===== src/rtl/fsr_pkg.sv =====
package fsr_pkg;
    typedef enum logic [2:0] {
        AM_PLAIN   = 3'd0,
        AM_POSTINC = 3'd1,
        AM_POSTDEC = 3'd2,
        AM_PREINC  = 3'd3,
        AM_OFFSETW = 3'd4
    } amode_e;

    localparam int MODES_PER_PTR = 5;
endpackage


===== src/rtl/fsr_decode.sv =====
module fsr_decode
    import fsr_pkg::*;
#(
    parameter int NUM_PTR  = 2,
    parameter int ADDR_W   = 8,
    parameter int IND_BASE = 0,
    parameter int DIR_BASE = 15
) (
    input  logic [ADDR_W-1:0]  addr,
    input  logic               rd,
    input  logic               wr,
    output logic [NUM_PTR-1:0] ind_hit,
    output amode_e             mode,
    output logic [NUM_PTR-1:0] hi_wr,
    output logic [NUM_PTR-1:0] lo_wr,
    output logic [NUM_PTR-1:0] hi_rd,
    output logic [NUM_PTR-1:0] lo_rd
);
    logic access;
    assign access = rd | wr;

    for (genvar p = 0; p < NUM_PTR; p++) begin : g_dec
        localparam int LO_A = IND_BASE + p * MODES_PER_PTR;
        localparam int HI_A = DIR_BASE + 2 * p;
        assign ind_hit[p] = access && (addr >= ADDR_W'(LO_A))
                                   && (addr <  ADDR_W'(LO_A + MODES_PER_PTR));
        assign hi_wr[p] = wr && (addr == ADDR_W'(HI_A));
        assign lo_wr[p] = wr && (addr == ADDR_W'(HI_A + 1));
        assign hi_rd[p] = rd && (addr == ADDR_W'(HI_A));
        assign lo_rd[p] = rd && (addr == ADDR_W'(HI_A + 1));
    end

    always_comb begin
        mode = AM_PLAIN;
        for (int p = 0; p < NUM_PTR; p++) begin
            if (ind_hit[p]) begin
                mode = amode_e'(3'(addr - ADDR_W'(IND_BASE + p * MODES_PER_PTR)));
            end
        end
    end
endmodule


===== src/rtl/fsr_ptr.sv =====
module fsr_ptr
    import fsr_pkg::*;
#(
    parameter int PTR_W  = 10,
    parameter int DATA_W = 8
) (
    input  logic              clk,
    input  logic              rst_n,
    input  logic              ind_en,
    input  amode_e            mode,
    input  logic [DATA_W-1:0] wreg,
    input  logic              wr_hi,
    input  logic              wr_lo,
    input  logic [DATA_W-1:0] wdata,
    output logic [PTR_W-1:0]  ptr_q,
    output logic [PTR_W-1:0]  eff_addr,
    output logic [DATA_W-1:0] rd_hi,
    output logic [DATA_W-1:0] rd_lo
);
    localparam int HI_W = PTR_W - DATA_W;

    typedef struct packed {
        logic [PTR_W-1:0] ptr;
    } state_t;

    state_t st_q, st_d;
    logic [PTR_W-1:0] upd;

    always_comb begin
        upd      = st_q.ptr;
        eff_addr = st_q.ptr;
        if (ind_en) begin
            unique case (mode)
                AM_POSTINC: upd = st_q.ptr + PTR_W'(1);
                AM_POSTDEC: upd = st_q.ptr - PTR_W'(1);
                AM_PREINC: begin
                    upd      = st_q.ptr + PTR_W'(1);
                    eff_addr = upd;
                end
                AM_OFFSETW: eff_addr = st_q.ptr + PTR_W'(wreg);
                default:    upd = st_q.ptr;
            endcase
        end
        st_d.ptr = upd;
        if (wr_lo) st_d.ptr[DATA_W-1:0]     = wdata;
        if (wr_hi) st_d.ptr[PTR_W-1:DATA_W] = wdata[HI_W-1:0];
    end

    always_ff @(posedge clk or negedge rst_n) begin
        if (!rst_n) st_q <= '0;
        else        st_q <= st_d;
    end

    assign ptr_q = st_q.ptr;
    assign rd_hi = DATA_W'(st_q.ptr[PTR_W-1:DATA_W]);
    assign rd_lo = st_q.ptr[DATA_W-1:0];

    a_r3_postinc_step: assert property (@(posedge clk) disable iff (!rst_n)
        ind_en && mode == AM_POSTINC && !wr_hi && !wr_lo
        |=> ptr_q == PTR_W'($past(ptr_q) + PTR_W'(1)));

    a_r4_postdec_step: assert property (@(posedge clk) disable iff (!rst_n)
        ind_en && mode == AM_POSTDEC && !wr_hi && !wr_lo
        |=> ptr_q == PTR_W'($past(ptr_q) - PTR_W'(1)));

    a_r5_preinc_matches_addr: assert property (@(posedge clk) disable iff (!rst_n)
        ind_en && mode == AM_PREINC && !wr_hi && !wr_lo
        |=> ptr_q == $past(eff_addr));

    a_r6_offset_keeps_ptr: assert property (@(posedge clk) disable iff (!rst_n)
        ind_en && mode == AM_OFFSETW && !wr_hi && !wr_lo |=> $stable(ptr_q));

    a_r8_lo_write_wins: assert property (@(posedge clk) disable iff (!rst_n)
        wr_lo |=> ptr_q[DATA_W-1:0] == $past(wdata));

    a_r10_idle_holds: assert property (@(posedge clk) disable iff (!rst_n)
        !ind_en && !wr_hi && !wr_lo |=> $stable(ptr_q));
endmodule


===== src/rtl/fsr_indirect_unit.sv =====
module fsr_indirect_unit
    import fsr_pkg::*;
#(
    parameter int NUM_PTR  = 2,
    parameter int PTR_W    = 10,
    parameter int DATA_W   = 8,
    parameter int ADDR_W   = 8,
    parameter int IND_BASE = 0,
    parameter int DIR_BASE = 15
) (
    input  logic                     clk,
    input  logic                     rst_n,
    input  logic [ADDR_W-1:0]        reg_addr,
    input  logic                     reg_rd,
    input  logic                     reg_wr,
    input  logic [DATA_W-1:0]        reg_wdata,
    input  logic [DATA_W-1:0]        wreg,
    output logic                     mem_sel,
    output logic [PTR_W-1:0]         mem_addr,
    output logic [DATA_W-1:0]        reg_rdata,
    output logic [NUM_PTR*PTR_W-1:0] ptr_vals
);
    logic [NUM_PTR-1:0] ind_hit, hi_wr, lo_wr, hi_rd, lo_rd;
    amode_e             mode;
    logic [PTR_W-1:0]   eff  [NUM_PTR];
    logic [DATA_W-1:0]  b_hi [NUM_PTR];
    logic [DATA_W-1:0]  b_lo [NUM_PTR];

    fsr_decode #(
        .NUM_PTR (NUM_PTR), .ADDR_W (ADDR_W),
        .IND_BASE(IND_BASE), .DIR_BASE(DIR_BASE)
    ) u_dec (
        .addr   (reg_addr), .rd(reg_rd), .wr(reg_wr),
        .ind_hit(ind_hit),  .mode(mode),
        .hi_wr  (hi_wr),    .lo_wr(lo_wr),
        .hi_rd  (hi_rd),    .lo_rd(lo_rd)
    );

    for (genvar p = 0; p < NUM_PTR; p++) begin : g_ptr
        fsr_ptr #(.PTR_W(PTR_W), .DATA_W(DATA_W)) u_ptr (
            .clk     (clk),
            .rst_n   (rst_n),
            .ind_en  (ind_hit[p]),
            .mode    (mode),
            .wreg    (wreg),
            .wr_hi   (hi_wr[p]),
            .wr_lo   (lo_wr[p]),
            .wdata   (reg_wdata),
            .ptr_q   (ptr_vals[p*PTR_W +: PTR_W]),
            .eff_addr(eff[p]),
            .rd_hi   (b_hi[p]),
            .rd_lo   (b_lo[p])
        );
    end

    always_comb begin
        mem_addr  = '0;
        reg_rdata = '0;
        for (int p = 0; p < NUM_PTR; p++) begin
            if (ind_hit[p]) mem_addr  = eff[p];
            if (hi_rd[p])   reg_rdata = b_hi[p];
            if (lo_rd[p])   reg_rdata = b_lo[p];
        end
    end

    assign mem_sel = |ind_hit;

    a_r2_one_pointer: assert property (@(posedge clk) disable iff (!rst_n)
        $onehot0(ind_hit));

    a_r2_idle_addr_zero: assert property (@(posedge clk) disable iff (!rst_n)
        !mem_sel |-> mem_addr == '0);

    a_r9_rdata_only_on_read: assert property (@(posedge clk) disable iff (!rst_n)
        !reg_rd |-> reg_rdata == '0);

    a_r10_no_access_no_sel: assert property (@(posedge clk) disable iff (!rst_n)
        !reg_rd && !reg_wr |-> !mem_sel);
endmodule


===== config.mk =====
export PLATFORM = sky130hd
export DESIGN_NAME = fsr_indirect_unit
export DESIGN_NICKNAME = d
export VERILOG_FILES = /design/src/rtl/fsr_pkg.sv /design/src/rtl/fsr_decode.sv /design/src/rtl/fsr_ptr.sv /design/src/rtl/fsr_indirect_unit.sv
export SDC_FILE = /design/constraint.sdc
export NUM_CORES = 1
export LEC_CHECK = 0
export BUFFER_PORTS_ARGS = -buffer_cell sky130_fd_sc_hd__clkbuf_2
export CORE_MARGIN = 2
export CORE_UTILIZATION = 51
export CTS_BUF_LIST = sky130_fd_sc_hd__clkbuf_16
export CTS_CLUSTER_DIAMETER = 40
export CTS_CLUSTER_SIZE = 24
export DETAILED_ROUTE_END_ITERATION = 8
export GPL_TIMING_DRIVEN = 0
export PLACE_DENSITY_LB_ADDON = 0.1
export REMOVE_ABC_BUFFERS = 1
export SKIP_LAST_GASP = 1
export SLEW_MARGIN = 20
export SYNTH_ARGS = -nofsm -noshare
export SYNTH_HDL_FRONTEND = slang
export SYNTH_SLANG_ARGS = --single-unit

===== constraint.sdc =====
create_clock -name clk -period 2.9 [get_ports clk]
set_input_delay 0.58 -clock clk [delete_from_list [all_inputs] [get_ports clk]]
set_output_delay 0.58 -clock clk [all_outputs]
set_load 0.01 [all_outputs]

After elaboration in Yosys (flattened, before gate mapping) --
Cells that the tools add are included.
Word-level totals: flip-flop bits (word level) 20, bits of input ports 28, output and inout port bits 39, logic and storage cells 68
Cells by class: $add $sub $neg 7, order comparisons 4, eq/ne operators 8, multiplexer cells 18, bitwise operators 1, reductions and logical operators 26
Operators by type and width (count):
- one-hot mux 10 bit (2 select lines) | 4
- 2-to-1 mux 10 bit | 4
- 2-to-1 mux 8 bit | 5
- equality test 8 x 5 -> 1 bit (second input constant) | 3
- adder 10 x 1 -> 10 bit (second input constant) | 2
- adder 10 x 8 -> 10 bit | 2
- subtractor 10 x 1 -> 10 bit (second input constant) | 2
- logical AND 1 bit | 12
- nonzero test 3 bit | 4
- equality test 8 x 4 -> 1 bit (second input constant) | 1
- greater-or-equal comparator 8 x 1 -> 1 bit (second input constant) | 1
- greater-or-equal comparator 8 x 3 -> 1 bit (second input constant) | 1
- < comparator 8 x 3 -> 1 bit (second input constant) | 1
- < comparator 8 x 4 -> 1 bit (second input constant) | 1
- AND reduction 2 bit | 4
- nonzero test 2 bit | 4
- equality test 3 x 2 -> 1 bit (second input constant) | 2
- 2-to-1 mux 2 bit | 3
- 2-to-1 mux 3 bit | 2
- OR reduction 2 bit | 2
- equality test 3 x 1 -> 1 bit (second input constant) | 1
- equality test 3 bit (second input constant) | 1
- subtractor 3 bit (second input constant) | 1
- OR 1 bit | 1

Longest topological paths before layout --
Gate-level depths: netlist of the first run.
word-level depth 10, depth in mapped cells 12, gate-level depth less buffers 10

Modules after synthesis --
From an unflattened synthesis of the first run, not the netlist that was laid out.
Second synthesis, totals: cell total of the unflattened synthesis 533, area, all modules 3938.8 µm²
By module, submodules not included:
- fsr_ptr | times used 2, cells an instance 217, area an instance 1646.6 µm², seq. area each 250.2 µm²
- fsr_indirect_unit | times used 1, cells an instance 51, area an instance 335.3 µm², seq. area each 0.0 µm²
- fsr_decode | times used 1, cells an instance 48, area an instance 310.3 µm², seq. area each 0.0 µm²

Worst setup path after synthesis of the first run --
OpenSTA, ideal clock, no wires.
kind input port to output port, from in reg_addr[0], to out mem_addr[5], arrival time 2.576 ns, data required time 2.320 ns, path slack -0.256 ns, stages 12, buffers on the path 3, path through buf_2 inv_1 ha_1 buf_6 nand2b_1 a22o_1 a32oi_1 nand2b_1 buf_4 o32ai_1 a21oi_1 o21ai_0
Between the ends: word-level cells in the longest chain between the ends 9, elaborated cells between the ends (all ways) 17, those cells by class add/sub: 1; order compare: 4; eq/ne: 2; mux: 6; reduce/logical: 4
Ends and longest elaborated chain:
- from (decl) | RTL line fsr_indirect_unit.sv:13 | input logic [ADDR_W-1:0] reg_addr,
- greater-or-equal comparator 8 x 1 -> 1 bit | RTL line fsr_decode.sv:25 | assign ind_hit[p] = access && (addr >= ADDR_W'(LO_A))
- logical AND 1 bit | RTL line fsr_decode.sv:25
- logical AND 1 bit | RTL line fsr_decode.sv:26 | && (addr < ADDR_W'(LO_A + MODES_PER_PTR));
- 2-to-1 mux 3 bit (2 in series) | RTL line fsr_decode.sv:36 | if (ind_hit[p]) begin
- equality test 3 bit / equality test 3 x 2 -> 1 bit (equally long branches) | RTL line fsr_ptr.sv:33 | unique case (mode)
- one-hot mux 10 bit (2 select lines) | RTL line fsr_ptr.sv:33
- 2-to-1 mux 10 bit | RTL line fsr_indirect_unit.sv:60 | if (ind_hit[p]) mem_addr = eff[p];
- 2-to-1 mux 10 bit * | RTL line fsr_indirect_unit.sv:60
- to (decl) | RTL line fsr_indirect_unit.sv:19 | output logic [PTR_W-1:0] mem_addr,
Mark *: on every way between the ends. The rest lies on a longest branch, timed or not.

Worst setup path after layout of the first run --
from reg g_ptr[0].u_ptr.st_q, in the netlist g_ptr[0].u_ptr.ptr_q[0], to out mem_addr[8]
Between the ends: word-level cells in the longest chain between the ends 4, elaborated cells between the ends (all ways) 5, those cells by class add/sub: 2; mux: 3
Ends and longest elaborated chain:
- from (decl) | RTL line fsr_ptr.sv:26 | state_t st_q, st_d;
- from (signal assigned) | RTL line fsr_ptr.sv:51 | else st_q <= st_d;
- adder 10 x 8 -> 10 bit / adder 10 x 1 -> 10 bit (equally long branches) | RTL line fsr_ptr.sv:40, fsr_ptr.sv:37
- one-hot mux 10 bit (2 select lines) * | RTL line fsr_ptr.sv:33
- 2-to-1 mux 10 bit * (2 in series) | RTL line fsr_indirect_unit.sv:60
Marked as above.

==> results.cfg, run 1 <==
[drt]
drtIter0Drc = 356
ant_nets = 0
drc = 0
dr_total_vias = 4043
drt-vias-per-instance = 6.73
finalWirelength_um = 12700
dr.pass1.iters = 5
wl_per_cell_um = 21.2

[grt]
globalRouteTotalUtil_pct = 34.1
antenna_found_initial = 0
grt_pass1_vias = 3735
grt_pass1_wl_um = 19600
grt_max_degree = 27
gr-total-overflow = 0

[worst_setup_path]
cp-start-kind = flop
required_ns = 2.32
crit_buf_inv = 2
crit_chain = ha_2 > inv_1 > fa_1 > nand2b_4 > a21oi_2 > o21a_1 > o21ai_0 > nand2_1 > xnor2_1 > o221ai_1 > buf_2
worst_ep_arrival_time_ns = 2.56
cp.depth = 11
critPathMaxFanout = 3
cp-end-kind = output port
critPathKind = reg2out
slowest_stage = dfrtp_2
reg2reg_depth = 8
slowest_delay_ns = 0.41
crit_family = compound AO/OA/AOI/OAI gates
startpoint = g_ptr[0].u_ptr.ptr_q[0]
r2r-start = g_ptr[1].u_ptr.ptr_q[0]

[finish]
drive_gt1_share_pct = 37.0
fin_cells = 601
layout_common_cells = clkbuf_2, nor2_1, buf_4
nets = 581
layout_commonest_cell = clkbuf_2
antenna_cells = 0
syn_to_final_growth_pct = 35.1
final_cell_area_um2 = 4480
largest_reg_flops = 20

[synth]
syn_inst = 443
ys.flop_type = dfrtp_1
yosysWarningCount = 0
synth_edf_count = 0
ys_types = 69
netlist_area_um2 = 3320
synth.avg_cell_area_um2 = 7.48
synth_top_area_share_pct = 15.1
yosysTopAreaCell = dfrtp_1
ys_ff_latch = 20
yosysSeqAreaShare_pct = 15.1
synth_area_leaders = dfrtp_1, ha_1, nor2_1
ys_async_sr_fraction_pct = 100

[placed_design]
place_area_um2 = 3590
gp_congestion = 0.907
dp_hpwl_um = 8060
io_buffers = 66
placedCellCount = 555
dpl_worst_slack_ns = -1.17

[clocking]
cts-root-buf = clkbuf_16
cts_made_buffers = 3
clk_latency_ns = 0.25
clk_path_buf_depth = 2
clk_pin_slew_ns = 0.06
htree_levels = 1
cts_num_sinks = 20
cts_tree = yes

[timing]
whs_ns = 0.301
min_period_over_period_pct = 108
final_hold_viol_count = 0
max_freq_mhz = 319
fin_ws_ns = -0.238
slew_violations = 0
relSlewSlack_pct = 50.7
grt_setup_unrepaired = yes
min_period_ns = 3.14
max_slew.worst_pin.slew_ns = 0.737
skew_ns = 0.00457
setup_viol = 10

[power]
power-per-cell-area_nw_per_um2 = 537
power_w = 0.00241
p_leak_nw = 1.90
worst_ir_drop_vdd_mv = 0.504

[run_status]
status = complete, but fails checks
violations = negative setup slack

[die]
num_rows = 29
top_level_ports = 67
die_w_um = 84.6
die-area_um2 = 7160
initial_utilization_pct = 52.5
die_y_um = 84.6
core_um2 = 6310

[hold_path]
worstHoldPathType = in2async

[job]
drv_cap = 0
[layout make-up]
class	count	area [um^2]
well taps	77	96.3
multi-input cells	374	3000
clock buffers	3	75.1
flip-flops and latches	20	514
repair buffers	106	704
fillers	507	1830
inverters	21	93.8
[synthesized netlist by cell type, types with 10 or more instances]
| library cell | n |
|---|---|
| buf_2 | 12 |
| nor2_1 | 50 |
| nand3_1 | 15 |
| clkbuf_1 | 15 |
| o22ai_1 | 11 |
| nand2_1 | 25 |
| nor3_1 | 16 |
| inv_1 | 21 |
| xor2_1 | 10 |
| xnor2_1 | 21 |
| a21oi_1 | 30 |
| dfrtp_1 | 20 |
| ha_1 | 25 |
| o21ai_0 | 21 |
[cell families after synthesis]
logic type      count (synthesis)  share of synthesized area, %
mux                             8                          2.42
buf+inv                        52                          6.91
simple gates                  158                          24.3
xor+xnor                       31                          8.19
fa+ha+maj                      27                          10.6
compound gates                147                          32.5
flops                          20                          15.1
[metal layers]
layer  share of wire (%)  global-route usage [%]  routed length, um  vias up
li1                    -                       -                  -     1818
met1                  41                    46.7               5190     1908
met2                  46                    55.0               5920      270
met3                 8.9                    4.42               1130       47
met4                 3.9                    12.0                502        0
met5                   0                       0                  0        -
[final timing paths]
path / end / slack, ns
min in group clk: g_ptr[1].u_ptr.ptr_q[3] / 0.59
max in group asynchronous: g_ptr[1].u_ptr.ptr_q[1] / 2.21
worst max register to register: g_ptr[1].u_ptr.ptr_q[9] / 0.57
worst max-delay path: mem_addr[8] / -0.24
worst min-delay path: g_ptr[0].u_ptr.ptr_q[7] / 0.30
worst min register to register: g_ptr[1].u_ptr.ptr_q[1] / 0.68
[metrics by stage]
stage | utilization [%] | TNS (ns)
after floorplan | - | -2.34
after global placement | 56.9 | -15.68
after detailed placement | 56.9 | -17.92
after CTS | 67.6 | -1.14
after global routing | 71.0 | -2.44
final | 71.0 | -1.99
[power by group]
| part | internal [W] | leakage [nW] | switching (W) | total (W) |
|---|---|---|---|---|
| Combinational | 0.000683 | 1.63 | 0.000792 | 0.00147 |
| Sequential | 0.000372 | 0.240 | 0.000275 | 0.000647 |
| Clock | 0.000182 | 0.0370 | 0.000103 | 0.000285 |
[timing repair]
| item | CTS | global route |
|---|---|---|
| hold buffers | 0 | 0 |
| gates resized for setup | 85 | 29 |
| setup buffers | 31 | 9 |
| pin swaps | 24 | 18 |
| endpoints found under the hold margin | 0 | 0 |
| cloned | 3 | 0 |
| endpoints found under the setup margin | 28 | 20 |
Power figures use the tool's default switching activity.
==> run 2: changes to the inputs <==
Settings changed: SKIP_CTS_REPAIR_TIMING set to 1.
==> run 2 against run 1 <==
The run still ends with negative setup slack left. Combinational power shrank 4%. Highest routed layer unchanged. Setup slack improved by 0.0015 ns. Critical path type is now in2out. Via count increased by 0.74%. Total power is 1.6% lower. Critical endpoint is now mem_addr[6].
==> results.cfg, run 2 (synthesized netlist as in run 1, its figures left out) <==
[timing]
relSlewSlack_pct = 50.5
max_freq_mhz = 319
slew_violations = 0
final_hold_viol_count = 0
fin_ws_ns = -0.237
setup_viol = 10
grt_setup_unrepaired = yes
min_period_ns = 3.14
skew_ns = 0.00621
fin_setup_tns_ns = -1.76
min_period_over_period_pct = 108
max_slew.worst_pin.slew_ns = 0.740

[finish]
layout_common_cells = clkbuf_2, nor2_1, buf_4
largest_reg_flops = 20
syn_to_final_growth_pct = 35.1
layout_commonest_cell = clkbuf_2
drive_gt1_share_pct = 36.2
nets = 585
antenna_cells = 0
fillers = 528
utilization_pct = 71.0

[clocking]
htree_levels = 1
cts_tree = yes
clk_path_buf_depth = 2
clk_latency_ns = 0.26
clk_pin_slew_ns = 0.06
cts_made_buffers = 3
cts_num_sinks = 20
cts-root-buf = clkbuf_16

[worst_setup_path]
crit_chain = buf_12 > inv_8 > ha_4 > xnor2_2 > nor3_2 > a32oi_4 > buf_12 > o21ai_4 > o21ai_1 > a221oi_1 > o21ai_1 > clkbuf_2
cp-start-kind = input pin
crit_buf_inv = 4
slowest_stage = a221oi_1
critPathMaxFanout = 6
crit_family = compound AO/OA/AOI/OAI gates
required_ns = 2.32
slowest_delay_ns = 0.33
r2r-start = g_ptr[1].u_ptr.ptr_q[2]
critPathKind = in2out
worstReg2RegEnd = g_ptr[1].u_ptr.ptr_q[9]
reg2reg_slack_ns = 0.67
reg2reg_depth = 8
worst_ep_arrival_time_ns = 2.56
cp-end-kind = output port

[die]
die-area_um2 = 7160
die_y_um = 84.6
top_level_ports = 67
initial_utilization_pct = 52.5
die_w_um = 84.6
num_rows = 29
core_um2 = 6310

[drt]
drtIter0Drc = 391
finalWirelength_um = 12600
drc = 0
wl_per_cell_um = 20.8
ant_nets = 0
dr.pass1.iters = 5
drt-vias-per-instance = 6.73
dr_total_vias = 4073

[placed_design]
gp_congestion = 0.907
io_buffers = 66
dp_hpwl_um = 8060

[run_status]
violations = negative setup slack
status = complete, but fails checks

[job]
drv_cap = 0

[grt]
antenna_found_initial = 0
grt_max_degree = 27
gr-total-overflow = 0
grt_pass1_wl_um = 17100
globalRouteTotalUtil_pct = 29.4
grt_pass1_vias = 3367

[hold_path]
worstHoldPathType = in2async

[power]
worst_ir_drop_vdd_mv = 0.521
p_leak_nw = 1.92
power-per-cell-area_nw_per_um2 = 529
run 2: final cells by class:
type / instances / area [um^2] / share of cell area [%]
inverters: 21 / 93.8 / 2.09
repair buffers: 108 / 723 / 16.1
well taps: 77 / 96.3 / 2.15
clock buffers: 3 / 75.1 / 1.68
multi-input cells: 376 / 2980 / 66.5
flip-flops and latches: 20 / 514 / 11.5
run 2: worst reg2reg max path, cell delays in order (launching register included):
cell	delay [ns]
dfrtp_2	0.40
buf_4	0.16
and3_1	0.26
and3_1	0.26
nand3_1	0.22
or3_1	0.44
a21oi_2	0.16
xnor2_1	0.13
a21oi_1	0.08
run 2: stage by stage:
step	hold WS [ns]	area, um^2	std cells	power (W)	worst slack [ns]
floorplan	0.284	3170	412	0.00138	-0.346
CTS	0.313	3670	558	0.00207	-1.17
detailed placement	0.583	3590	555	0.00178	-1.17
global route	0.341	4480	605	0.00252	-0.312
finish	0.297	4480	605	0.00237	-0.237
global placement	0.570	3590	555	0.00176	-1.13
run 2: power by group:
group / internal (W) / switching (W)
combinational: 0.000670 / 0.000745
sequential: 0.000372 / 0.000295
clock: 0.000182 / 0.000105
run 2: worst max path at each step:
stage	slack, ns	depth (start not counted)	from	end
floorplan	-0.35	9	reg_addr[0]	mem_addr[6]
global placement	-1.13	11	reg_addr[0]	mem_addr[6]
detailed placement	-1.17	11	reg_addr[0]	mem_addr[6]
CTS	-1.17	11	reg_addr[0]	mem_addr[6]
global route	-0.31	12	reg_addr[0]	mem_addr[2]
finish	-0.24	12	reg_addr[0]	mem_addr[6]
run 2: routing by layer:
metal / track usage, % / part of all wire, % / up-vias
li1: - / - / 1833
met1: 42.1 / 41 / 1938
met2: 47.1 / 47 / 254
met3: 2.65 / 8.8 / 48
met4: 8.66 / 2.9 / 0
met5: 0 / 0 / -
==> run 3: changes to the inputs <==
Settings changed: CAP_MARGIN set to 0, REMOVE_ABC_BUFFERS 1 to not set.
==> run 3 against run 2 <==
The run still ends with negative setup slack left. Largest cell class unchanged. Sequential power is 27% lower. Cell count is 1.3% higher. Fmax is 3.7% lower.
==> results.cfg, run 3 (synthesized netlist as in run 1, its figures left out) <==
[drt]
top_layer = met4
wl_per_cell_um = 20.1
drtIter0Drc = 461
dr.pass1.iters = 5
drt-met1-wl_um = 5260
finalWirelength_um = 12300
drt-vias-per-instance = 6.54
ant_nets = 0
wl_met3_um = 801
drc = 0
dr_wl_met2_um = 5700
dr_total_vias = 4008

[die]
die-area_um2 = 7160
die_w_um = 84.6
num_rows = 29
top_level_ports = 67
die_y_um = 84.6
core_um2 = 6310
initial_utilization_pct = 52.5

[worst_setup_path]
critPathMaxFanout = 7
worst_ep_arrival_time_ns = 2.68
critPathKind = in2out
required_ns = 2.32
cp-end-kind = output port
cp-start-kind = input pin

[timing]
min_period_over_period_pct = 112
slew_violations = 0
fin_setup_tns_ns = -3.04
max_freq_mhz = 307
relSlewSlack_pct = 59.0
skew_ns = 0.00735
min_period_ns = 3.26
whs_ns = 0.319
setup_viol = 10
max_slew.worst_pin.slew_ns = 0.615
final_hold_viol_count = 0
fin_ws_ns = -0.358
grt_setup_unrepaired = yes

[finish]
drive_gt1_share_pct = 32.8
layout_commonest_cell = clkbuf_2
largest_reg_flops = 20
nets = 592
layout_common_cells = clkbuf_2, nor2_1, a21oi_1
final_cell_area_um2 = 4380
syn_to_final_growth_pct = 32.0
antenna_cells = 0
fillers = 539
utilization_pct = 69.3

[clocking]
htree_levels = 1
cts_tree = yes
clk_path_buf_depth = 2
clk_pin_slew_ns = 0.07
cts_made_buffers = 3
clk_latency_ns = 0.26
cts-root-buf = clkbuf_16
cts_num_sinks = 20

[placed_design]
place_area_um2 = 3820
gp_congestion = 1.00
io_buffers = 66
dp_hpwl_um = 9230

[run_status]
status = complete, but fails checks
violations = negative setup slack

[grt]
globalRouteTotalUtil_pct = 32.8
grt_pass1_wl_um = 18800
antenna_found_initial = 0
gr-total-overflow = 0
grt_pass1_vias = 3593
grt_max_degree = 21

[power]
power_frac_comb_pct = 66.2
power-per-cell-area_nw_per_um2 = 532
p_seq_share_pct = 20.8
power.switching_w = 0.00113
power_w = 0.00233
worst_ir_drop_vdd_mv = 0.379
p_leak_nw = 1.88
power_frac_clock_pct = 13.0
intPower_w = 0.00120
p_sw_share_pct = 48.5

[job]
drv_cap = 0

[synth]
syn_nets = 498

[hold_path]
worstHoldPathType = in2async
## run 3: cell types whose count changed in the layout (fill, tap and decap cells not counted), sizes merged
cell    before  now
nand2b       9    6
clkinv       0    1
clkbuf      61   75
o2111a       2    1
o21ai       26   25
buf         50   48
## run 3: final cells by class
type                            instances  area [um^2]  share of cell area, %
Sequential cell                        20          504                   11.5
Tap cell                               77         96.3                   2.20
Buffer                                 28          178                   4.06
Timing Repair Buffer                   92          562                   12.8
Multi-Input combinational cell        371         2870                   65.6
Clock buffer                            3         75.1                   1.72
Clock inverter                          1         3.75                 0.0858
Inverter                               21         88.8                   2.03
## run 3: power groups by stage
stage | Clock, W | Sequential (W) | Combinational, W
after global placement | 0 | 0.000490 | 0.00133
after detailed placement | 0 | 0.000497 | 0.00136
after floorplan | 0 | 0.000492 | 0.000955
after global routing | 0.000316 | 0.000496 | 0.00169
final | 0.000302 | 0.000486 | 0.00154
after CTS | 0.000304 | 0.000491 | 0.00137
## run 3: worst paths after layout
kind / from / endpoint / depth (start not counted) / slack, ns
max: reg_addr[0] / mem_addr[6] / 14 / -0.36
min reg2reg: g_ptr[1].u_ptr.ptr_q[1] / g_ptr[1].u_ptr.ptr_q[1] / 2 / 0.67
min in group clk: reg_wdata[1] / g_ptr[1].u_ptr.ptr_q[9] / 3 / 0.61
min: rst_n / g_ptr[1].u_ptr.ptr_q[7] / 1 / 0.32
max in group asynchronous: rst_n / g_ptr[0].u_ptr.ptr_q[1] / 1 / 2.14
max reg2reg: g_ptr[0].u_ptr.ptr_q[3] / g_ptr[0].u_ptr.ptr_q[7] / 7 / 0.58
## run 3: stage by stage
stage	worst slack, ns	cells
3_5_place_dp	-0.792	586
6_report	-0.358	613
2_1_floorplan	0.0124	443
4_1_cts	-0.787	590
5_1_grt	-0.420	613
3_3_place_gp	-0.754	586
## run 3: critical path: stages
cell	delay [ns]
buf_8	0.11
buf_8	0.12
inv_8	0.05
ha_4	0.16
nand2b_4	0.08
a22o_4	0.25
a32oi_4	0.27
nand2b_4	0.26
buf_6	0.14
buf_4	0.11
o21ai_2	0.05
o221ai_2	0.20
o21ai_1	0.12
buf_2	0.17
## run 3: routing by layer
metal,vias up,track usage (%)
met4,0,11.1
met1,1867,44.4
met2,245,55.1
met3,49,2.56
li1,1847,-
met5,-,0
